File: config.mk
export PLATFORM = sky130hd
export DESIGN_NAME = ipi_cmd_reg
export DESIGN_NICKNAME = d
export VERILOG_FILES = /design/src/rtl/ipi_pkg.sv /design/src/rtl/ipi_regs.sv /design/src/rtl/ipi_launch.sv /design/src/rtl/ipi_cmd_reg.sv
export SDC_FILE = /design/constraint.sdc
export NUM_CORES = 1
export LEC_CHECK = 0
export BUFFER_PORTS_ARGS = -buffer_cell sky130_fd_sc_hd__buf_2
export CAP_MARGIN = 25
export CORE_MARGIN = 1.5
export CORE_UTILIZATION = 38
export DETAILED_ROUTE_END_ITERATION = 6
export GPL_ROUTABILITY_DRIVEN = 1
export GPL_TIMING_DRIVEN = 0
export PLACE_DENSITY = 0.77
export SETUP_SLACK_MARGIN = 0.4
export SYNTH_ARGS = -nofsm -noshare
export SYNTH_HDL_FRONTEND = slang
export SYNTH_SLANG_ARGS = --single-unit
File: constraint.sdc
create_clock -name clk_i -period 1.5 [get_ports clk_i]
set_clock_uncertainty 0.1 [all_clocks]
set_input_delay 0.075 -clock clk_i [delete_from_list [all_inputs] [get_ports clk_i]]
set_output_delay 0.075 -clock clk_i [all_outputs]
set_load 0.01 [all_outputs]
File: src/rtl/ipi_pkg.sv
package ipi_pkg;
  localparam int DATA_W = 32;
  localparam int VEC_W  = 8;
  localparam int MODE_W = 3;
  localparam int SH_W   = 2;
  localparam int DEST_W = 8;

  localparam int VEC_LSB  = 0;
  localparam int MODE_LSB = 8;
  localparam int BUSY_BIT = 12;
  localparam int LVL_BIT  = 14;
  localparam int TRIG_BIT = 15;
  localparam int SH_LSB   = 18;
  localparam int ERR_BIT  = 20;
  localparam int DEST_LSB = DATA_W - DEST_W;

  localparam logic [SH_W-1:0] SH_ALL_BUT_SELF = 2'b11;

  typedef struct packed {
    logic [SH_W-1:0]   sh;
    logic              trig;
    logic              lvl;
    logic [MODE_W-1:0] mode;
    logic [VEC_W-1:0]  vec;
  } ctl_t;

  function automatic ctl_t unpack_ctl(input logic [DATA_W-1:0] w);
    ctl_t c;
    c.vec  = w[VEC_LSB +: VEC_W];
    c.mode = w[MODE_LSB +: MODE_W];
    c.lvl  = w[LVL_BIT];
    c.trig = w[TRIG_BIT];
    c.sh   = w[SH_LSB +: SH_W];
    return c;
  endfunction

  function automatic logic [DATA_W-1:0] pack_ctl(input ctl_t c, input logic busy,
                                                 input logic err);
    logic [DATA_W-1:0] w;
    w = '0;
    w[VEC_LSB +: VEC_W]   = c.vec;
    w[MODE_LSB +: MODE_W] = c.mode;
    w[BUSY_BIT]           = busy;
    w[LVL_BIT]            = c.lvl;
    w[TRIG_BIT]           = c.trig;
    w[SH_LSB +: SH_W]     = c.sh;
    w[ERR_BIT]            = err;
    return w;
  endfunction
endpackage

File: src/rtl/ipi_regs.sv
module ipi_regs
  import ipi_pkg::*;
(
  input  logic              clk_i,
  input  logic              rst_ni,
  input  logic              accept_i,
  input  logic              wr_high_i,
  input  logic [DATA_W-1:0] wdata_i,
  output ctl_t              ctl_o,
  output logic [DEST_W-1:0] dest_o
);
  always_ff @(posedge clk_i or negedge rst_ni) begin
    if (!rst_ni) begin
      ctl_o  <= '0;
      dest_o <= '0;
    end else begin
      if (accept_i)  ctl_o  <= unpack_ctl(wdata_i);
      if (wr_high_i) dest_o <= wdata_i[DEST_LSB +: DEST_W];
    end
  end
endmodule

File: src/rtl/ipi_launch.sv
module ipi_launch
  import ipi_pkg::*;
(
  input  logic              clk_i,
  input  logic              rst_ni,
  input  logic              wr_low_i,
  input  logic [SH_W-1:0]   sh_i,
  input  logic [DEST_W-1:0] dest_i,
  input  logic              ready_i,
  output logic              accept_o,
  output logic              busy_o,
  output logic              err_o,
  output logic [DEST_W-1:0] dest_o
);
  assign accept_o = wr_low_i && !busy_o;

  always_ff @(posedge clk_i or negedge rst_ni) begin
    if (!rst_ni) begin
      busy_o <= 1'b0;
      err_o  <= 1'b0;
      dest_o <= '0;
    end else begin
      if (accept_o) begin
        busy_o <= 1'b1;
        err_o  <= 1'b0;
        // shorthand broadcast carries no target
        dest_o <= (sh_i == SH_ALL_BUT_SELF) ? '0 : dest_i;
      end else begin
        if (busy_o && ready_i) busy_o <= 1'b0;
        if (wr_low_i)          err_o  <= 1'b1;
      end
    end
  end
endmodule

File: src/rtl/ipi_cmd_reg.sv
module ipi_cmd_reg
  import ipi_pkg::*;
#(
  parameter int                ADDR_W   = 8,
  parameter logic [ADDR_W-1:0] LOW_OFF  = 8'h00,
  parameter logic [ADDR_W-1:0] HIGH_OFF = 8'h10
) (
  input  logic              clk_i,
  input  logic              rst_ni,
  input  logic              bus_sel_i,
  input  logic              bus_we_i,
  input  logic [ADDR_W-1:0] bus_addr_i,
  input  logic [31:0]       bus_wdata_i,
  output logic [31:0]       bus_rdata_o,
  output logic              msg_valid_o,
  input  logic              msg_ready_i,
  output logic [7:0]        msg_vector_o,
  output logic [2:0]        msg_mode_o,
  output logic              msg_level_o,
  output logic              msg_trig_o,
  output logic [1:0]        msg_short_o,
  output logic [7:0]        msg_dest_o
);
  logic hit_low, hit_high, wr_low, wr_high, accept, busy, err;
  ctl_t ctl_q;
  ctl_t ctl_new;
  logic [DEST_W-1:0] dest_q;

  assign hit_low  = bus_sel_i && (bus_addr_i == LOW_OFF);
  assign hit_high = bus_sel_i && (bus_addr_i == HIGH_OFF);
  assign wr_low   = hit_low && bus_we_i;
  assign wr_high  = hit_high && bus_we_i;
  assign ctl_new  = unpack_ctl(bus_wdata_i);

  ipi_regs u_regs (
    .clk_i     (clk_i),
    .rst_ni    (rst_ni),
    .accept_i  (accept),
    .wr_high_i (wr_high),
    .wdata_i   (bus_wdata_i),
    .ctl_o     (ctl_q),
    .dest_o    (dest_q)
  );

  ipi_launch u_launch (
    .clk_i    (clk_i),
    .rst_ni   (rst_ni),
    .wr_low_i (wr_low),
    .sh_i     (ctl_new.sh),
    .dest_i   (dest_q),
    .ready_i  (msg_ready_i),
    .accept_o (accept),
    .busy_o   (busy),
    .err_o    (err),
    .dest_o   (msg_dest_o)
  );

  always_comb begin
    bus_rdata_o = '0;
    if (hit_low && !bus_we_i)       bus_rdata_o = pack_ctl(ctl_q, busy, err);
    else if (hit_high && !bus_we_i) bus_rdata_o[DEST_LSB +: DEST_W] = dest_q;
  end

  assign msg_valid_o  = busy;
  assign msg_vector_o = ctl_q.vec;
  assign msg_mode_o   = ctl_q.mode;
  assign msg_level_o  = ctl_q.lvl;
  assign msg_trig_o   = ctl_q.trig;
  assign msg_short_o  = ctl_q.sh;
endmodule

* Word level (Yosys, flattened, before mapping)
Cells that the tools add are included.
** Storage, ports and cells
- Output and inout bits :: 56
- Bits of input ports :: 45
- Logic and storage cells :: 32
- Register bits :: 33
** Operators by class
- Reductions and logical operators :: 13
- Equality and inequality tests :: 2
- Multiplexer cells :: 8
** Operators with widths (number)
- 8-bit 2-to-1 mux :: 3
- 21-bit 2-to-1 mux :: 1
- 8-bit by 5-bit equality test with 1-bit output, second input constant :: 1
- 1-bit logical AND :: 8
- 8-bit zero test :: 1
- 1-bit 2-to-1 mux :: 4
- 2-bit nonzero test :: 2
- 2-bit equality test, second input constant :: 1
- 1-bit zero test :: 2

* Logic depth before layout (Yosys ltp)
- Depth in word-level cells :: 5
- Gate-level depth with buffers :: 4
- Depth with buffers taken out :: 3

* Cells and area by module
From an unflattened synthesis, not the netlist that was laid out.
** Second synthesis, totals
- Cells, all modules :: 155
- Area, all modules :: 1965.6 µm²
** By module, submodules not included
- ipi_regs :: instances 1, cells an instance 49, area each 908.4 µm²
- ipi_cmd_reg :: instances 1, cells an instance 75, area each 586.8 µm²
- ipi_launch :: instances 1, cells an instance 31, area each 470.5 µm²

* Worst setup path before layout
Ideal clock, no wire load.
- Kind :: input to register
- From :: in bus_addr_i[0]
- To :: reg u_regs.dest_o[0]
- Buffers on the path :: 0
- Stages on the path :: 3
- Setup time :: 0.125 ns
- Path slack :: -0.092 ns
- Arrival time :: 1.367 ns
- Cells stage by stage :: or4b_4 -> nor3_4 -> mux2_2
** On the way
- Word-level cells in the longest chain between the ends :: 3
** RTL lines
- start, declared :: RTL line ipi_cmd_reg.sv:12 : input logic [ADDR_W-1:0] bus_addr_i,
- 8-bit by 5-bit equality test with 1-bit output :: RTL line ipi_cmd_reg.sv:30 : assign hit_high = bus_sel_i && (bus_addr_i == HIGH_OFF);
- 1-bit logical AND :: RTL line ipi_cmd_reg.sv:30
- 1-bit logical AND :: RTL line ipi_cmd_reg.sv:32 : assign wr_high = hit_high && bus_we_i;
- end signal, assigned :: RTL line ipi_regs.sv:18 : if (wr_high_i) dest_o <= wdata_i[DEST_LSB +: DEST_W];
- end, declared :: RTL line ipi_regs.sv:10 : output logic [DEST_W-1:0] dest_o
No other way between the ends.
A chain may end at the register's enable or synchronous reset.

* Worst setup path after layout
- From :: in bus_addr_i[0]
- To :: out bus_rdata_o[7]
** On the way
- Word-level cells in the longest chain between the ends :: 4
** RTL lines
- 8-bit zero test :: RTL line ipi_cmd_reg.sv:29 : assign hit_low = bus_sel_i && (bus_addr_i == LOW_OFF);
- 1-bit logical AND :: RTL line ipi_cmd_reg.sv:29
- 1-bit logical AND :: RTL line ipi_cmd_reg.sv:60 : if (hit_low && !bus_we_i) bus_rdata_o = pack_ctl(ctl_q, busy, err);
- 21-bit 2-to-1 mux :: RTL line ipi_cmd_reg.sv:60
- end, declared :: RTL line ipi_cmd_reg.sv:14 : output logic [31:0] bus_rdata_o,
No other way between the ends.

==> impl_results.md <==
- Final instance area: 2980 um2
- Routed WL per cell: 13.9 um
- Depth of the most critical reg-to-reg path: 5
- Fraction of registers with async set/reset: 1.00
- IO Port Bufs: 84
- Layout area overhead: 83.8%
- R2r setup slk: 60 ps
- Final hold violation count: 0
- Pwr dens: 683 nW/um2
- Startpoint class of the critical path: input pin
- DRC viols: 0
- Post-synthesis cell count: 131
- CP Capture Type: primary output
- Full die area: 4670 um2
- YS warnings: 0
- First-pass GRT wire length: 6910 um
- Starting density of the core: 0.400
- CP arrival: 1500 ps
- Primary FF master, synth: dfrtp_1
- Clk buf depth: 2
- Htree depth: 2
- Reg-to-Reg Start: u_launch.busy_o
- Failing checks: setup timing
- Final setup violation count: 25
- Final WS setup: -180 ps
- Clock slew at the register clock pins of the worst setup and hold paths: 70 ps
- CTS tree: yes
- Finished Core Util: 0.735
- Place WS: -409 ps
- Worst path required time: 1320 ps
- Share of layout cells above drive strength 1: 0.633
- Post-DRT Antenna Nets: 0
- Number of max-cap violations: 0
- Crit path time final: 1680 ps
- Placed cell areas: 2180 um2
- Antenna violations before repair: 0
- Cell Area, Synth: 1620 um2
- DP HPWL: 2680 um
- CTS Buf Count: 5
- Status: finished, violations left
- Core ar.: 4060 um2
- Post-Place Cells: 271
- Via Count: 1446
- I/O Pins: 101
- GRT Util Overall: 0.202
- Cell variety after synth: 22
- Worst-path fanout max: 10
- Final Net Count: 311
- Setup Crit Path Kind: input pin to primary output
- Highest clock rate: 595 MHz
- Period utilisation layout: 1.12
- CTS root buf: clkbuf_8
- Die X: 68.3 um
- Pin count of the biggest net entering global routing: 34
- RR Endpoint: u_regs.ctl_o[2]
- Vias in the first global route: 1464
- Clk Latency, worst-skew pair: 280 ps
- Pre-Repair DR Iteration Count: 4
- Hold WC Path Type: input pin to flip-flop
- Std cell rows: 23
- Peak VDD IR: 0.000601 V
- Final Max Slew Viols: 0
- CTS sink count: 33
- Drt via density: 4.56
- Final hold slack: 91.5 ps
- Crit path launch: bus_addr_i[0]
- Final instance count without filler cells: 317
- Post-Route WL: 4400 um
- Detailed Route Iter0 Violations: 47
- Die height: 68.3 um
- Overflow after GRT: 0
- # diodes: 0
- GPL Wtd Cong: 0.735
- Post-synth EDFFs: 0
- Seq/Total Area, Yosys: 0.509
- Worst Hold Launch: bus_addr_i[3]
- Syn Area/Cell: 12.4 um2
- Register bit total from synthesis: 33
- RSZ-0062 raised after global routing: true
- CP endpoint: bus_rdata_o[7]
- Leak pwr: 1.66 nW
critical path, stage by stage:
cell,delay [ps]
buf_6,90
or4b_4,590
nor4_4,280
clkbuf_8,220
and2_1,120
buf_2,120
report_power, final:
part / switching (mW) / total (mW) / leakage, nW / internal (mW)
clock network: 0.314 / 0.856 / 0.0585 / 0.541
registers: 0.0178 / 0.934 / 0.420 / 0.916
logic: 0.101 / 0.246 / 1.18 / 0.145
total: 0.433 / 2.04 / 1.66 / 1.60
layout make-up:
type,instances,area [um2]
Buffer,10,88.8
Tap cell,50,62.6
Clock inverter,1,30.0
Sequential cell,33,826
Fill cell,256,1080
Multi-Input combinational cell,85,848
Timing Repair Buffer,122,1000
Clock buffer,7,86.3
Inverter,9,33.8
state kept, by name, indices dropped and copies added (netlist names):
register         flops
u_regs.ctl_o        15
u_launch.dest_o      8
u_regs.dest_o        8
u_launch.busy_o      1
u_launch.err_o       1
through the flow:
step	TNS [ps]	power, mW
2_1_floorplan	-979	1.02
3_3_place_gp	-15670	1.11
3_5_place_dp	-18240	1.12
4_1_cts	-3450	2.05
5_1_grt	-5380	2.12
6_report	-3770	2.04
layer usage:
metal	track usage	share of wire	routed length, um
met1	0.231	0.42	1830
met2	0.375	0.49	2160
met3	0.0559	0.082	361
met4	0.0375	0.0095	42
met5	0	0	0
what timing repair did:
action / CTS / global route
hold endpoints to repair: 57 / 0
setup endpoints to repair: 57 / 92
hold buffers: 25 / 0
gates cloned: 1 / 0
resized for setup: 66 / 5
setup buffers: 10 / 2
pin swaps: 18 / 4
cell usage after synthesis (8+ instances only):
master / number / area [um2]
mux2_2: 24 / 270
and2_1: 10 / 62.6
and2_2: 15 / 113
mux2i_1: 8 / 80.1
inv_1: 9 / 33.8
dfrtp_1: 33 / 826
nand2_1: 10 / 37.5
buf_4: 8 / 60.1
worst min path at each step:
stage | end | slack, ps | cells after the start
global placement | u_regs.ctl_o[4] | 70 | 1
finish | u_launch.err_o | 90 | 4
floorplan | u_launch.busy_o | -320 | 0
detailed placement | u_regs.ctl_o[6] | 70 | 1
CTS | u_launch.err_o | 90 | 4
global route | u_launch.err_o | 100 | 4
cell usage in the layout, fill, tap and decap left out, types with 2 or more instances in the layout:
master / netlist / layout
inv_1: 9 / 9
buf_6: 0 / 41
mux2_4: 0 / 22
clkbuf_8: 0 / 7
conb_1: 1 / 7
buf_2: 1 / 53
nand2_1: 10 / 10
and2_4: 0 / 24
dlygate4sd3_1: 0 / 25
dfrtp_1: 33 / 33
mux2_2: 24 / 2
buf_4: 8 / 10
mux2i_1: 8 / 8
cells by family after synthesis:
logic type	Yosys count	share of synthesized area
flip-flops	33	0.509
AND/OR/NAND/NOR	45	0.205
buffers and inverters	19	0.0640
multiplexers	32	0.216
other	1	0.00231
AO/OA/AOI/OAI	1	0.00308
(Power assumes the default switching activity.)
